$ cat src/rtl/ntmr_pkg.sv
package ntmr_pkg;
  localparam int unsigned DIG_W  = 4;
  localparam int unsigned CNT_W  = 2 * DIG_W;
  localparam int unsigned MODE_W = 3;
  localparam int unsigned PSC_W  = 11;
  localparam int unsigned ADDR_W = 3;

  typedef enum logic [ADDR_W-1:0] {
    A_LOAD_LO = 3'd0,
    A_LOAD_HI = 3'd1,
    A_CNT_LO  = 3'd2,
    A_CNT_HI  = 3'd3,
    A_MODE    = 3'd4
  } reg_addr_e;

  // codes 0..3 step the shift down by two from 11, codes 4..7 by one from 3
  function automatic int unsigned mode_shift(input logic [MODE_W-1:0] code);
    int unsigned c;
    c = int'(code);
    return (c < 4) ? (PSC_W - 2 * c) : (7 - c);
  endfunction
endpackage

$ cat src/rtl/ntmr_psc.sv
module ntmr_psc
  import ntmr_pkg::*;
#(
  parameter int unsigned P_W = PSC_W,
  parameter int unsigned M_W = MODE_W
) (
  input  logic           clk_i,
  input  logic           rst_ni,
  input  logic           restart_i,
  input  logic [M_W-1:0] mode_i,
  output logic           tick_o,
  output logic [P_W-1:0] psc_o
);
  logic [P_W-1:0] psc_q;
  logic [P_W-1:0] mask;
  logic           tick_raw;
  logic           tick_q;

  always_comb begin
    mask     = (P_W'(1) << mode_shift(mode_i)) - P_W'(1);
    tick_raw = &(psc_q | ~mask);
  end

  always_ff @(posedge clk_i or negedge rst_ni) begin
    if (!rst_ni) begin
      psc_q  <= '0;
      tick_q <= 1'b0;
    end else if (restart_i) begin
      psc_q  <= '0;
      tick_q <= 1'b0;
    end else begin
      psc_q  <= psc_q + P_W'(1);
      tick_q <= tick_raw;
    end
  end

  assign tick_o = tick_q;
  assign psc_o  = psc_q;
endmodule

$ cat src/rtl/ntmr_cnt.sv
module ntmr_cnt
  import ntmr_pkg::*;
#(
  parameter int unsigned D_W = DIG_W,
  localparam int unsigned C_W = 2 * D_W
) (
  input  logic           clk_i,
  input  logic           rst_ni,
  input  logic           tick_i,
  input  logic           lo_wr_i,
  input  logic           hi_wr_i,
  input  logic [D_W-1:0] wdata_i,
  input  logic           irq_clr_i,
  output logic [C_W-1:0] cnt_o,
  output logic [C_W-1:0] load_o,
  output logic           wrap_o,
  output logic           irq_o
);
  logic [C_W-1:0] cnt_q;
  logic [C_W-1:0] load_q;
  logic           irq_q;
  logic           wrap;

  assign wrap = tick_i && (&cnt_q) && !hi_wr_i;

  always_ff @(posedge clk_i or negedge rst_ni) begin
    if (!rst_ni) begin
      load_q <= '0;
    end else if (lo_wr_i) begin
      load_q[D_W-1:0] <= wdata_i;
    end else if (hi_wr_i) begin
      load_q[C_W-1:D_W] <= wdata_i;
    end
  end

  always_ff @(posedge clk_i or negedge rst_ni) begin
    if (!rst_ni) begin
      cnt_q <= '0;
    end else if (hi_wr_i) begin
      cnt_q <= {wdata_i, load_q[D_W-1:0]};
    end else if (wrap) begin
      cnt_q <= load_q;
    end else if (tick_i) begin
      cnt_q <= cnt_q + C_W'(1);
    end
  end

  always_ff @(posedge clk_i or negedge rst_ni) begin
    if (!rst_ni)        irq_q <= 1'b0;
    else if (wrap)      irq_q <= 1'b1;
    else if (irq_clr_i) irq_q <= 1'b0;
  end

  assign cnt_o  = cnt_q;
  assign load_o = load_q;
  assign wrap_o = wrap;
  assign irq_o  = irq_q;
endmodule

$ cat src/rtl/ntmr_rdp.sv
module ntmr_rdp
  import ntmr_pkg::*;
#(
  parameter int unsigned D_W = DIG_W,
  parameter int unsigned M_W = MODE_W,
  parameter int unsigned A_W = ADDR_W,
  localparam int unsigned C_W = 2 * D_W
) (
  input  logic           clk_i,
  input  logic           rst_ni,
  input  logic           rd_en_i,
  input  logic [A_W-1:0] addr_i,
  input  logic [C_W-1:0] cnt_i,
  input  logic [M_W-1:0] mode_i,
  output logic [D_W-1:0] latch_o,
  output logic [D_W-1:0] rdata_o
);
  logic [D_W-1:0] lo_latch_q;
  logic           hi_rd;

  assign hi_rd = rd_en_i && (addr_i == A_W'(A_CNT_HI));

  always_ff @(posedge clk_i or negedge rst_ni) begin
    if (!rst_ni)    lo_latch_q <= '0;
    else if (hi_rd) lo_latch_q <= cnt_i[D_W-1:0];
  end

  always_comb begin
    rdata_o = '0;
    if (rd_en_i) begin
      unique case (addr_i)
        A_W'(A_CNT_HI): rdata_o = cnt_i[C_W-1:D_W];
        A_W'(A_CNT_LO): rdata_o = lo_latch_q;
        A_W'(A_MODE):   rdata_o = D_W'(mode_i);
        default:        rdata_o = '0;
      endcase
    end
  end

  assign latch_o = lo_latch_q;
endmodule

$ cat src/rtl/ntmr_top.sv
module ntmr_top
  import ntmr_pkg::*;
#(
  parameter int unsigned D_W = DIG_W,
  parameter int unsigned M_W = MODE_W,
  parameter int unsigned A_W = ADDR_W,
  parameter int unsigned P_W = PSC_W,
  localparam int unsigned C_W = 2 * D_W
) (
  input  logic           clk_i,
  input  logic           rst_ni,
  input  logic           wr_en_i,
  input  logic           rd_en_i,
  input  logic [A_W-1:0] addr_i,
  input  logic [D_W-1:0] wdata_i,
  output logic [D_W-1:0] rdata_o,
  input  logic           irq_clr_i,
  output logic           irq_o
);
  logic           lo_wr, hi_wr, mode_wr;
  logic [M_W-1:0] mode_q;
  logic           tick;
  logic [P_W-1:0] psc;
  logic [C_W-1:0] cnt;
  logic [C_W-1:0] load;
  logic           wrap;
  logic [D_W-1:0] latch;

  assign lo_wr   = wr_en_i && (addr_i == A_W'(A_LOAD_LO));
  assign hi_wr   = wr_en_i && (addr_i == A_W'(A_LOAD_HI));
  assign mode_wr = wr_en_i && (addr_i == A_W'(A_MODE));

  always_ff @(posedge clk_i or negedge rst_ni) begin
    if (!rst_ni)      mode_q <= '0;
    else if (mode_wr) mode_q <= wdata_i[M_W-1:0];
  end

  ntmr_psc #(.P_W(P_W), .M_W(M_W)) u_psc (
    .clk_i    (clk_i),
    .rst_ni   (rst_ni),
    .restart_i(mode_wr),
    .mode_i   (mode_q),
    .tick_o   (tick),
    .psc_o    (psc)
  );

  ntmr_cnt #(.D_W(D_W)) u_cnt (
    .clk_i    (clk_i),
    .rst_ni   (rst_ni),
    .tick_i   (tick),
    .lo_wr_i  (lo_wr),
    .hi_wr_i  (hi_wr),
    .wdata_i  (wdata_i),
    .irq_clr_i(irq_clr_i),
    .cnt_o    (cnt),
    .load_o   (load),
    .wrap_o   (wrap),
    .irq_o    (irq_o)
  );

  ntmr_rdp #(.D_W(D_W), .M_W(M_W), .A_W(A_W)) u_rdp (
    .clk_i  (clk_i),
    .rst_ni (rst_ni),
    .rd_en_i(rd_en_i),
    .addr_i (addr_i),
    .cnt_i  (cnt),
    .mode_i (mode_q),
    .latch_o(latch),
    .rdata_o(rdata_o)
  );
endmodule

$ cat config.mk
export PLATFORM = sky130hd
export DESIGN_NAME = ntmr_top
export DESIGN_NICKNAME = d
export VERILOG_FILES = /design/src/rtl/ntmr_pkg.sv /design/src/rtl/ntmr_psc.sv /design/src/rtl/ntmr_cnt.sv /design/src/rtl/ntmr_rdp.sv /design/src/rtl/ntmr_top.sv
export SDC_FILE = /design/constraint.sdc
export NUM_CORES = 1
export LEC_CHECK = 0
export BUFFER_PORTS_ARGS = -buffer_cell sky130_fd_sc_hd__buf_2
export CORE_MARGIN = 3
export CORE_UTILIZATION = 40
export CTS_CLUSTER_SIZE = 30
export DETAILED_ROUTE_END_ITERATION = 8
export SYNTH_ARGS = -nofsm -noshare
export SYNTH_HDL_FRONTEND = slang
export SYNTH_HIERARCHICAL = 1
export SYNTH_SLANG_ARGS = --single-unit
$ cat constraint.sdc
create_clock -name clk_i -period 1.9 [get_ports clk_i]
set_input_delay 0.38 -clock clk_i [delete_from_list [all_inputs] [get_ports clk_i]]
set_output_delay 0.38 -clock clk_i [all_outputs]
set_load 0.01 [all_outputs]
**Yosys cells after proc, flatten, opt, wreduce, memory -nomap -nowiden**

Cells that the tools add are included.

- Flip-flop bits (word level): 36
- Latch bits: 0
- RAM bits: 0
- Memory bits (read-only): 0
- Input bits: 12
- Output and inout port bits: 5
- Word-level logic and storage cells: 45
- Memories: 0

- Add/sub/neg operators: 5
- $mul: 0
- Div/mod/pow operators: 0
- Order comparisons: 1
- Eq/ne operators: 4
- Shifts and indexed selects: 1
- Muxes and demuxes: 10
- Bitwise logic cells: 3
- Reductions and logical operators: 13

Operators by type and width:

| operator | count |
|---|---|
| $mux W32 | 1 |
| $shl A1 B32 Y11 const A | 1 |
| $mux W8 | 3 |
| $pmux W4 S3 | 1 |
| $add A11 B1 Y11 const B | 1 |
| $mux W11 | 1 |
| $not A11 Y11 | 1 |
| $or A11 B11 Y11 | 1 |
| $reduce_and A11 Y1 | 1 |
| $sub A11 B2 Y11 const B | 1 |
| $add A8 B1 Y8 const B | 1 |
| $reduce_and A8 Y1 | 1 |
| $eq A3 B2 Y1 const B | 2 |
| $logic_and A1 B1 Y1 | 6 |
| $sub A4 B4 Y5 const A | 1 |
| $mux W4 | 1 |
| $sub A3 B3 Y4 const A | 1 |
| $eq A3 B1 Y1 const B | 1 |
| $eq A3 B3 Y1 const B | 1 |
| $logic_not A3 Y1 | 1 |
| $lt A3 B3 Y1 const B | 1 |
| $mux W1 | 3 |
| $reduce_bool A3 Y1 | 1 |
| $reduce_and A2 Y1 | 1 |
| other kinds (3) | 3 |

**Logic depth before layout (Yosys ltp)**

Gate-level depths: netlist of run 1.

- Word-level depth: 8
- Gate-level depth with buffers: 6
- Gate-level depth less buffers: 5

**Hierarchy**

The synthesis of run 1 kept the hierarchy.

By module, submodules not included:

| module | instances | cells an instance | area an instance (um2) | sequential area each (um2) |
|---|---|---|---|---|
| ntmr_cnt | 1 | 85 | 922.1 | 425.4 |
| ntmr_psc | 1 | 61 | 594.3 | 300.3 |
| ntmr_rdp | 1 | 30 | 314.1 | 100.1 |
| ntmr_top | 1 | 9 | 157.7 | 75.1 |

**Worst setup path before layout of run 1**

Ideal clock, no wire load.

- Path type: input port to flip-flop
- From: in addr_i[0]
- To: reg u_cnt.load_q[4], in the netlist u_cnt/load_o[4]
- Setup time: 0.125 ns
- Arrival: 1.549 ns
- Data required time: 1.775 ns
- Slack: 0.226 ns
- Stages: 3
- Path buffers: 0
- Path through: nor4b_1 > nor2b_1 > mux2_2

- Cells in the longest elaborated chain, start to end: 4
- Elaborated cells on any way between the ends: 6
- Those cells by class: 1 x eq/ne; 1 x bitwise; 4 x reduce/logical

Ends and longest elaborated chain:

| item | line | text |
|---|---|---|
| from (decl) | ntmr_top.sv:14 | `input logic [A_W-1:0] addr_i,` |
| $logic_not A3 Y1 | ntmr_top.sv:29 | `assign lo_wr = wr_en_i && (addr_i == A_W'(A_LOAD_LO));` |
| $logic_and A1 B1 Y1 | ntmr_top.sv:29 |  |
| $not A1 Y1 (no source line) | n/a |  |
| $reduce_and A2 Y1 (no source line) (*) | n/a |  |
| to (signal, indexed assignment) | ntmr_cnt.sv:30 | `load_q[D_W-1:0] <= wdata_i;` |
| to (signal, indexed assignment) | ntmr_cnt.sv:32 | `load_q[C_W-1:D_W] <= wdata_i;` |
| to (decl) | ntmr_cnt.sv:20 | `logic [C_W-1:0] load_q;` |

Every way passes the cells marked *; elsewhere a longest branch is shown, timed or not.
A chain may end at the register's enable or synchronous reset.

**Worst setup path after layout of run 1**

- From: in addr_i[0]
- To: out rdata_o[0]

- Cells in the longest elaborated chain, start to end: 3
- Elaborated cells on any way between the ends: 5
- Those cells by class: 3 x eq/ne; 2 x mux

Ends and longest elaborated chain:

| item | line | text |
|---|---|---|
| $eq A3 B3 Y1 or $eq A3 B2 Y1 (tied branches) | ntmr_rdp.sv:31 | `unique case (addr_i)` |
| $pmux W4 S3 (*) | ntmr_rdp.sv:31 |  |
| $mux W4 (*) | ntmr_rdp.sv:30 | `if (rd_en_i) begin` |
| to (decl) | ntmr_top.sv:16 | `output logic [D_W-1:0] rdata_o,` |

Marked as above.

==> impl_metrics.env, run 1 <==
export IMPL_route_detailed_vias_per_inst=5.65
export IMPL_n_antenna_cell=0
export IMPL_worstHoldPathType="input port to asynchronous set/reset pin"
export IMPL_cellLeakagePower_nw=0.959
export IMPL_timing_critical_path_slowest_cell_delay_ns=0.18
export IMPL_final_fill_count=429
export IMPL_number_of_pins_exceeding_their_max_slew_limit_in_the_final_report=0
export IMPL_grt_antenna_before_repair=0
export IMPL_ys_warnings_count=6
export IMPL_fin_setup_tns_ns=0
export IMPL_cts_htree_levels=2
export IMPL_core_um2=4560
export IMPL_rsz0062_at_grt="false"
export IMPL_setup_worst_path_end_class="output port"
export IMPL_netlist_area_um2=1980
export IMPL_gp_congestion=0.765
export IMPL_drive_gt1_share_pct=27.3
export IMPL_syn_mean_instance_area_um2=10.8
export IMPL_cts_num_sinks=36
export IMPL_initial_util_pct=43.5
export IMPL_overall_fraction_of_global_route_tracks_in_use_pct=14.8
export IMPL_grt_max_degree=37
export IMPL_vias_in_the_first_global_route=1445
export IMPL_clock_path_buffers=2
export IMPL_cts_root_buffer_cell="sky130_fd_sc_hd__clkbuf_8"
export IMPL_grt_first_pass_wirelength_um=7000
export IMPL_critPathRequiredTime_ns=1.52
export IMPL_post_cts_setup_buffers=0
export IMPL_cp_arrival_ns=1.26
export IMPL_dp_cells=263
export IMPL_ws_path_type="input port to output port"
export IMPL_detail_route_first_pass_iterations=4
export IMPL_clk_latency_ns=0.28
export IMPL_syn_inst=184
export IMPL_routed_wl_um=4220
export IMPL_vdd_ir_drop_worst_uv=445
export IMPL_die_area_um2=5840
export IMPL_post_cts_hold_buffer_count=0
export IMPL_post_route_util_pct=49.2
export IMPL_clkSlewWorstSetupHoldPaths_ns=0.07
export IMPL_power_per_cell_area_nw_per_um2=1090
export IMPL_hold_viol_final=0
export IMPL_routed_via_count=1525
export IMPL_maxClockFrequency_mhz=608
export IMPL_cts_made_buffers=5
export IMPL_critical_path_max_fanout=8
export IMPL_floorplan_die_width_um=76.4
export IMPL_die_height_um=76.4
export IMPL_tightest_slew_ns=0.451
export IMPL_layout_nets=219
export IMPL_drv_max_cap_violation_count=0
export IMPL_slowest_stage="sky130_fd_sc_hd__nor2_1"
export IMPL_areaGrowthSynthToFinish_pct=13.2
export IMPL_drcViolationCount=0
export IMPL_final_setup_viol_count=0
export IMPL_drt_initial_drc_count=126
export IMPL_num_rows=24
export IMPL_fin_skew_ns=0.00441
export IMPL_total_congestion_overflow=0
export IMPL_routedWlPerCell_um=15.6
export IMPL_cell_count_final_fillers_out=270
export IMPL_run_status="finished clean"
export IMPL_timing_critical_path_mode_cell="sky130_fd_sc_hd__buf_2"
export IMPL_syn_num_nets=198
export IMPL_post_cts_resized=0
export IMPL_worst_slew_margin_rel_pct=69.9
export IMPL_timing_final_crit_period_ns=1.64
export IMPL_port_buffers=16
export IMPL_i_o_pin_count=17
export IMPL_tritoncts_clock_tree="yes"
export IMPL_timing_critical_path_from_type="input port"
export IMPL_min_period_over_period_pct=86.5
export IMPL_timing_critical_path_max_delay_family="buffers and inverters"
export IMPL_post_dp_hpwl_um=3010
export IMPL_path_buf_inv=3
export IMPL_path_cells="buf_2 -> buf_4 -> nor2_1 -> nand3_1 -> a31oi_1 -> buf_2"
export IMPL_ant_nets=0
## flip-flops by register name, summed over array words and instances (netlist names)
name and count:
mode_q 3, u_psc/psc_o 11, u_psc/tick_o 1, u_cnt/irq_o 1, u_cnt/cnt_o 8, u_cnt/load_o 8
u_rdp/latch_o 4
## per-stage QoR
step	worst slack, ns	hold WS [ns]	cell area (µm²)	total power (W)
2_1_floorplan	0.226	0.0844	1980	0.00166
3_3_place_gp	0.206	0.448	2150	0.00184
3_5_place_dp	0.165	0.452	2150	0.00187
4_1_cts	0.261	0.143	2250	0.00246
5_1_grt	0.151	0.161	2250	0.00261
6_report	0.256	0.123	2250	0.00245
## final timing paths
check	from	to	slack, ns	depth (start not counted)
setup / recovery	addr_i[0]	rdata_o[0]	0.26	6
hold / removal	rst_ni	u_psc/psc_o[6]$_DFF_PN0_	0.12	2
setup reg to reg	u_cnt/cnt_o[0]$_DFFE_PN0P_	u_cnt/cnt_o[7]$_DFFE_PN0P_	0.31	4
hold reg to reg	u_rdp/latch_o[2]$_DFFE_PN0P_	u_rdp/latch_o[2]$_DFFE_PN0P_	0.50	1
max in group asynchronous	rst_ni	u_psc/psc_o[7]$_DFF_PN0_	1.46	2
min in group clk_i	irq_clr_i	u_cnt/irq_o$_DFFE_PN0P_	0.29	2
## cells in the final DEF (no fill, tap or decap), types with 7 or more instances in the layout
| cell | count |
|---|---|
| sky130_fd_sc_hd__inv_1 | 8 |
| sky130_fd_sc_hd__nand3_1 | 10 |
| sky130_fd_sc_hd__nor2_1 | 12 |
| sky130_fd_sc_hd__buf_2 | 16 |
| sky130_fd_sc_hd__dfrtp_1 | 36 |
| sky130_fd_sc_hd__nand2_1 | 9 |
| sky130_fd_sc_hd__o21ai_0 | 7 |
| sky130_fd_sc_hd__mux2_2 | 8 |
| sky130_fd_sc_hd__a21oi_1 | 10 |
| sky130_fd_sc_hd__clkbuf_8 | 7 |
## cell type report
cell class / instances / area [µm²] / share of cell area [%]
clock buffer: 7 / 96.3 / 4.29
inverter: 8 / 30.0 / 1.34
multi-input combinational: 133 / 1010 / 44.9
sequential: 36 / 901 / 40.1
tap: 65 / 81.3 / 3.62
timing repair buffer: 21 / 130 / 5.79
## report_power, final
group / internal, W / leakage [nW] / switching [W]
combinational: 0.000316 / 0.458 / 0.000298
sequential: 0.000987 / 0.451 / 0.000266
clock: 0.000323 / 0.0503 / 0.000256
total: 0.00162 / 0.959 / 0.000820
## metal layers
metal  global-route usage [%]  wire, µm  vias up
met2                     21.5      1910       42
li1                         -         -      736
met1                     20.8      2060      742
met3                     4.37       211        5
met4                     5.25        44        0
met5                        0         0        -
(Power assumes the default switching activity.)
==> inputs of run 2 (changes only) <==
--- a/config.mk
+++ b/config.mk
@@ -5,6 +5,7 @@
 export SDC_FILE = /design/constraint.sdc
 export NUM_CORES = 1
 export LEC_CHECK = 0
+export ABC_AREA = 1
 export BUFFER_PORTS_ARGS = -buffer_cell sky130_fd_sc_hd__buf_2
 export CORE_MARGIN = 3
 export CORE_UTILIZATION = 40
==> run 2 against run 1 <==
Net effect: utilization is 1.1 points lower; critical path depth decreased by 1; die area up 5.4%; sequential power is essentially flat; via count up 17%; count of clock-buffer cells in the layout grew 1; largest cell class unchanged.
==> impl_metrics.env, run 2 <==
export IMPL_drcViolationCount=0
export IMPL_i_o_pin_count=17
export IMPL_route_detailed_vias_per_inst=4.77
export IMPL_ff2ff_path_depth=8
export IMPL_mostFrequentLayoutCells="sky130_fd_sc_hd__nand2_1, sky130_fd_sc_hd__nor2_1, sky130_fd_sc_hd__inv_1"
export IMPL_n_antenna_cell=0
export IMPL_hold_viol_final=0
export IMPL_largest_reg_flops=11
export IMPL_routed_via_count=1780
export IMPL_mostFrequentLayoutCell="sky130_fd_sc_hd__nand2_1"
export IMPL_run_status="finished clean"
export IMPL_ws_path_type="flip-flop to output port"
export IMPL_worstHoldPathType="input port to asynchronous set/reset pin"
export IMPL_die_area_um2=6160
export IMPL_clk_latency_ns=0.28
export IMPL_grt_antenna_before_repair=0
export IMPL_routedWlPerCell_um=12.0
export IMPL_post_dp_hpwl_um=3420
export IMPL_core_um2=4910
export IMPL_initial_util_pct=42.8
export IMPL_layout_nets=319
export IMPL_cp_arrival_ns=1.21
export IMPL_cts_made_buffers=5
export IMPL_syn_inst=282
export IMPL_min_period_over_period_pct=83.7
export IMPL_critPathRequiredTime_ns=1.52
export IMPL_final_setup_viol_count=0
export IMPL_cts_htree_levels=2
export IMPL_drv_max_cap_violation_count=0
export IMPL_final_hold_worst_slack_ns=0.0346
export IMPL_post_cts_hold_buffer_count=0
export IMPL_gp_congestion=0.806
export IMPL_detail_route_first_pass_iterations=4
export IMPL_clkSlewWorstSetupHoldPaths_ns=0.07
export IMPL_ys_warnings_count=6
export IMPL_grt_max_degree=21
export IMPL_routed_wl_um=4460
export IMPL_overall_fraction_of_global_route_tracks_in_use_pct=15.8
export IMPL_worst_slew_margin_rel_pct=54.2
export IMPL_tritoncts_clock_tree="yes"
export IMPL_number_of_pins_exceeding_their_max_slew_limit_in_the_final_report=0
export IMPL_cts_root_buffer_cell="sky130_fd_sc_hd__clkbuf_8"
export IMPL_cts_num_sinks=36
export IMPL_syn_num_nets=296
export IMPL_netlist_area_um2=2100
export IMPL_setup_worst_path_end_class="output port"
export IMPL_post_cts_resized=0
export IMPL_die_height_um=78.5
export IMPL_port_buffers=16
export IMPL_drive_gt1_share_pct=17.0
export IMPL_ant_nets=0
export IMPL_drt_initial_drc_count=135
export IMPL_critical_path_max_fanout=6
export IMPL_total_congestion_overflow=0
export IMPL_timing_critical_path_from_type="flip-flop"
export IMPL_timing_final_crit_period_ns=1.59
export IMPL_areaGrowthSynthToFinish_pct=12.5
export IMPL_vdd_ir_drop_worst_uv=485
export IMPL_vias_in_the_first_global_route=1529
export IMPL_floorplan_die_width_um=78.5
export IMPL_grt_first_pass_wirelength_um=7640
export IMPL_rsz0062_at_grt="false"
export IMPL_power_per_cell_area_nw_per_um2=1060
export IMPL_num_rows=25
export IMPL_cellLeakagePower_nw=1.23
export IMPL_fin_setup_tns_ns=0
export IMPL_maxClockFrequency_mhz=629
export IMPL_clock_path_buffers=2
export IMPL_fin_skew_ns=0.00368
export IMPL_syn_mean_instance_area_um2=7.45
export IMPL_post_cts_setup_buffers=0
export IMPL_tightest_slew_ns=0.684
==> run 2: path summary, 6_finish.rpt <==
| kind | from | endpoint | slack, ns |
|---|---|---|---|
| worst max-delay path | u_cnt/cnt_o[6]$_DFFE_PN0P_ | rdata_o[2] | 0.31 |
| worst min-delay path | rst_ni | u_psc/psc_o[5]$_DFF_PN0_ | 0.03 |
| worst max register to register | u_cnt/cnt_o[0]$_DFFE_PN0P_ | u_cnt/cnt_o[5]$_DFFE_PN0P_ | 0.37 |
| worst min register to register | u_cnt/load_o[2]$_DFFE_PN0P_ | u_cnt/load_o[2]$_DFFE_PN0P_ | 0.50 |
| max in group asynchronous | rst_ni | u_cnt/cnt_o[7]$_DFFE_PN0P_ | 1.41 |
| min in group clk_i | irq_clr_i | u_cnt/irq_o$_DFFE_PN0P_ | 0.29 |
==> run 2: per-layer routing <==
| layer | vias to the layer above | global-route usage [%] | share of wire [%] |
|---|---|---|---|
| met5 | - | 0 | 0 |
| met4 | 0 | 4.72 | 0.65 |
| met3 | 2 | 4.01 | 4.0 |
| met2 | 30 | 20.6 | 41 |
| met1 | 803 | 25.0 | 54 |
| li1 | 945 | - | - |
==> run 2: worst max-delay path: stages (launching register included) <==
cell and delay (ns):
sky130_fd_sc_hd__dfrtp_1 0.46, sky130_fd_sc_hd__nand4_1 0.12, sky130_fd_sc_hd__nand2_1 0.10, sky130_fd_sc_hd__nor2_1 0.04, sky130_fd_sc_hd__nor2_1 0.08, sky130_fd_sc_hd__buf_2 0.14
==> run 2: power by group <==
part	total, W	internal [W]	leakage, nW	switching (W)
Combinational	0.000705	0.000279	0.734	0.000426
Sequential	0.00124	0.000987	0.453	0.000249
Clock	0.000557	0.000296	0.0455	0.000261
==> run 2: area by class of cell <==
cell class	count	area (µm²)
clock buffers	8	90.1
fillers	485	2550
inverters	43	161
multi-input cells	200	1010
flip-flops and latches	36	901
well taps	67	83.8
repair buffers	19	115
==> run 2: per-stage QoR <==
step | setup slack [ns] | power [W] | utilization [%] | instances | instance area (µm²)
3_5_place_dp | 0.101 | 0.00196 | 46.3 | 365 | 2270
5_1_grt | 0.191 | 0.00272 | 48.1 | 373 | 2360
6_report | 0.309 | 0.00250 | 48.1 | 373 | 2360
4_1_cts | 0.299 | 0.00253 | 48.1 | 373 | 2360
2_1_floorplan | 0.428 | 0.00175 | - | 282 | 2100
3_3_place_gp | 0.118 | 0.00195 | 46.3 | 365 | 2270
==> inputs of run 3 (changes only) <==
==> constraint.sdc (replaced) <==
create_clock -name clk_i -period 1.4 [get_ports clk_i]
set_input_delay 0.28 -clock clk_i [delete_from_list [all_inputs] [get_ports clk_i]]
set_output_delay 0.28 -clock clk_i [all_outputs]
set_load 0.01 [all_outputs]
==> run 3 against run 2 <==
Net effect: first-iteration DRC count fell by 20%; die area did not move; final area rose by 13%; worst hold slack improved by 0.17 ns; register-to-register slack got worse by 0.28 ns; via count rose by 6.6%; clock power rose by 37%; clock skew barely moved; global-route usage rose by 1.8 points; largest cell class unchanged.
==> impl_metrics.env, run 3 (synthesis gave the netlist of run 2 again) <==
export IMPL_mostFrequentLayoutCells="sky130_fd_sc_hd__nand2_1, sky130_fd_sc_hd__inv_1, sky130_fd_sc_hd__dfrtp_1"
export IMPL_route_detailed_vias_per_inst=4.71
export IMPL_clkSlewWorstSetupHoldPaths_ns=0.07
export IMPL_cp_arrival_ns=1.11
export IMPL_port_buffers=16
export IMPL_floorplan_die_width_um=78.5
export IMPL_rsz0062_at_grt="true"
export IMPL_fin_skew_ns=0.00391
export IMPL_post_dp_hpwl_um=3510
export IMPL_critical_path_max_fanout=2
export IMPL_dp_cells=387
export IMPL_ant_nets=0
export IMPL_grt_antenna_before_repair=0
export IMPL_number_of_pins_exceeding_their_max_slew_limit_in_the_final_report=0
export IMPL_i_o_pin_count=17
export IMPL_cts_made_buffers=5
export IMPL_multi_input_area_um2=1080
export IMPL_drv_max_cap_violation_count=0
export IMPL_min_period_over_period_pct=99.0
export IMPL_vdd_ir_drop_worst_uv=608
export IMPL_critPathRequiredTime_ns=1.12
export IMPL_gp_congestion=0.850
export IMPL_vias_in_the_first_global_route=1869
export IMPL_drcViolationCount=0
export IMPL_hold_viol_final=0
export IMPL_cts_htree_levels=2
export IMPL_maxClockFrequency_mhz=722
export IMPL_grt_first_pass_wirelength_um=8580
export IMPL_die_area_um2=6160
export IMPL_largest_reg_flops=11
export IMPL_setup_worst_path_end_class="output port"
export IMPL_routed_wl_um=4810
export IMPL_grt_max_degree=37
export IMPL_cellLeakagePower_nw=1.38
export IMPL_initial_util_pct=42.8
export IMPL_timing_final_crit_period_ns=1.39
export IMPL_cts_root_buffer_cell="sky130_fd_sc_hd__clkbuf_8"
export IMPL_core_um2=4910
export IMPL_run_status="finished clean"
export IMPL_clk_latency_ns=0.28
export IMPL_worst_slew_margin_rel_pct=82.0
export IMPL_total_congestion_overflow=0
export IMPL_final_setup_viol_count=0
export IMPL_areaGrowthSynthToFinish_pct=27.4
export IMPL_routed_via_count=1898
export IMPL_post_layout_total_power_w=0.00370
export IMPL_drt_initial_drc_count=108
export IMPL_timing_critical_path_from_type="flip-flop"
export IMPL_cell_count_final_fillers_out=403
export IMPL_drive_gt1_share_pct=28.0
export IMPL_cts_num_sinks=36
export IMPL_num_rows=25
export IMPL_detail_route_first_pass_iterations=4
export IMPL_tritoncts_clock_tree="yes"
export IMPL_worstHoldPathType="input port to flip-flop"
export IMPL_clock_path_buffers=2
export IMPL_ws_path_type="flip-flop to output port"
export IMPL_mostFrequentLayoutCell="sky130_fd_sc_hd__nand2_1"
export IMPL_n_antenna_cell=0
export IMPL_area_sequential_um2=902
export IMPL_overall_fraction_of_global_route_tracks_in_use_pct=17.6
export IMPL_final_fill_count=494
export IMPL_power_per_cell_area_nw_per_um2=1380
export IMPL_die_height_um=78.5
export IMPL_routedWlPerCell_um=11.9
export IMPL_layout_nets=349
export IMPL_tightest_slew_ns=0.269
[run 3: what timing repair did]
item | in CTS | in global routing
pin swaps | 2 | 7
endpoints found under the hold margin | 36 | 0
buffers inserted | 5 | 2
cloned | 0 | 0
resized for setup | 5 | 18
hold buffers | 1 | 0
setup endpoints to repair | 3 | 11
[run 3: cell type report]
class | count | share of cell area [%]
Multi-Input combinational cell | 200 | 40.3
Sequential cell | 36 | 33.7
Timing Repair Buffer | 49 | 13.3
Inverter | 43 | 6.22
Clock buffer | 8 | 3.37
Tap cell | 67 | 3.13
[run 3: critical path, cell delays in order, from the launching register on]
cell,delay (ns)
sky130_fd_sc_hd__dfrtp_1,0.39
sky130_fd_sc_hd__nand4_1,0.11
sky130_fd_sc_hd__nand2_2,0.07
sky130_fd_sc_hd__nor2_2,0.08
sky130_fd_sc_hd__nor2_1,0.04
sky130_fd_sc_hd__buf_2,0.14
[run 3: path summary, 6_finish.rpt]
check                           slack [ns]                        from  cells after the start                          to
worst max-delay path                  0.01  u_cnt/cnt_o[5]$_DFFE_PN0P_                      5                  rdata_o[1]
worst min-delay path                  0.21                   irq_clr_i                      2     u_cnt/irq_o$_DFFE_PN0P_
worst max register to register        0.09  u_cnt/cnt_o[5]$_DFFE_PN0P_                      9  u_cnt/cnt_o[3]$_DFFE_PN0P_
worst min register to register        0.48    u_psc/psc_o[0]$_DFF_PN0_                      1    u_psc/psc_o[0]$_DFF_PN0_
max in group asynchronous             0.72                      rst_ni                      3  u_cnt/cnt_o[6]$_DFFE_PN0P_
min in group asynchronous             0.48                      rst_ni                      3    u_psc/psc_o[4]$_DFF_PN0_
[run 3: power by group]
group | switching (W) | total (W) | leakage [nW] | internal [W]
logic | 0.000744 | 0.00133 | 0.885 | 0.000586
registers | 0.000262 | 0.00160 | 0.451 | 0.00134
clock network | 0.000362 | 0.000764 | 0.0455 | 0.000402
[run 3: stage by stage]
step / TNS (ns) / area (µm²) / util [%] / worst slack, ns / hold WS [ns]
after floorplan: 0 / 2100 / - / 0.0281 / -0.0156
after global placement: -0.731 / 2440 / 49.7 / -0.132 / 0.260
after detailed placement: -0.623 / 2440 / 49.7 / -0.129 / 0.261
after CTS: -0.00409 / 2590 / 52.8 / -0.00409 / 0.199
after global routing: -0.446 / 2680 / 54.5 / -0.0974 / 0.211
final: 0 / 2680 / 54.5 / 0.0144 / 0.209
[run 3: per-layer routing]
| layer | share of wire, % | up-vias | global-route usage (%) | routed length (µm) |
|---|---|---|---|---|
| met3 | 3.5 | 4 | 4.01 | 168 |
| met4 | 0.96 | 0 | 5.24 | 46 |
| met1 | 53 | 870 | 25.6 | 2530 |
| met5 | 0 | - | 0 | 0 |
| li1 | - | 1000 | - | - |
| met2 | 43 | 24 | 26.1 | 2070 |
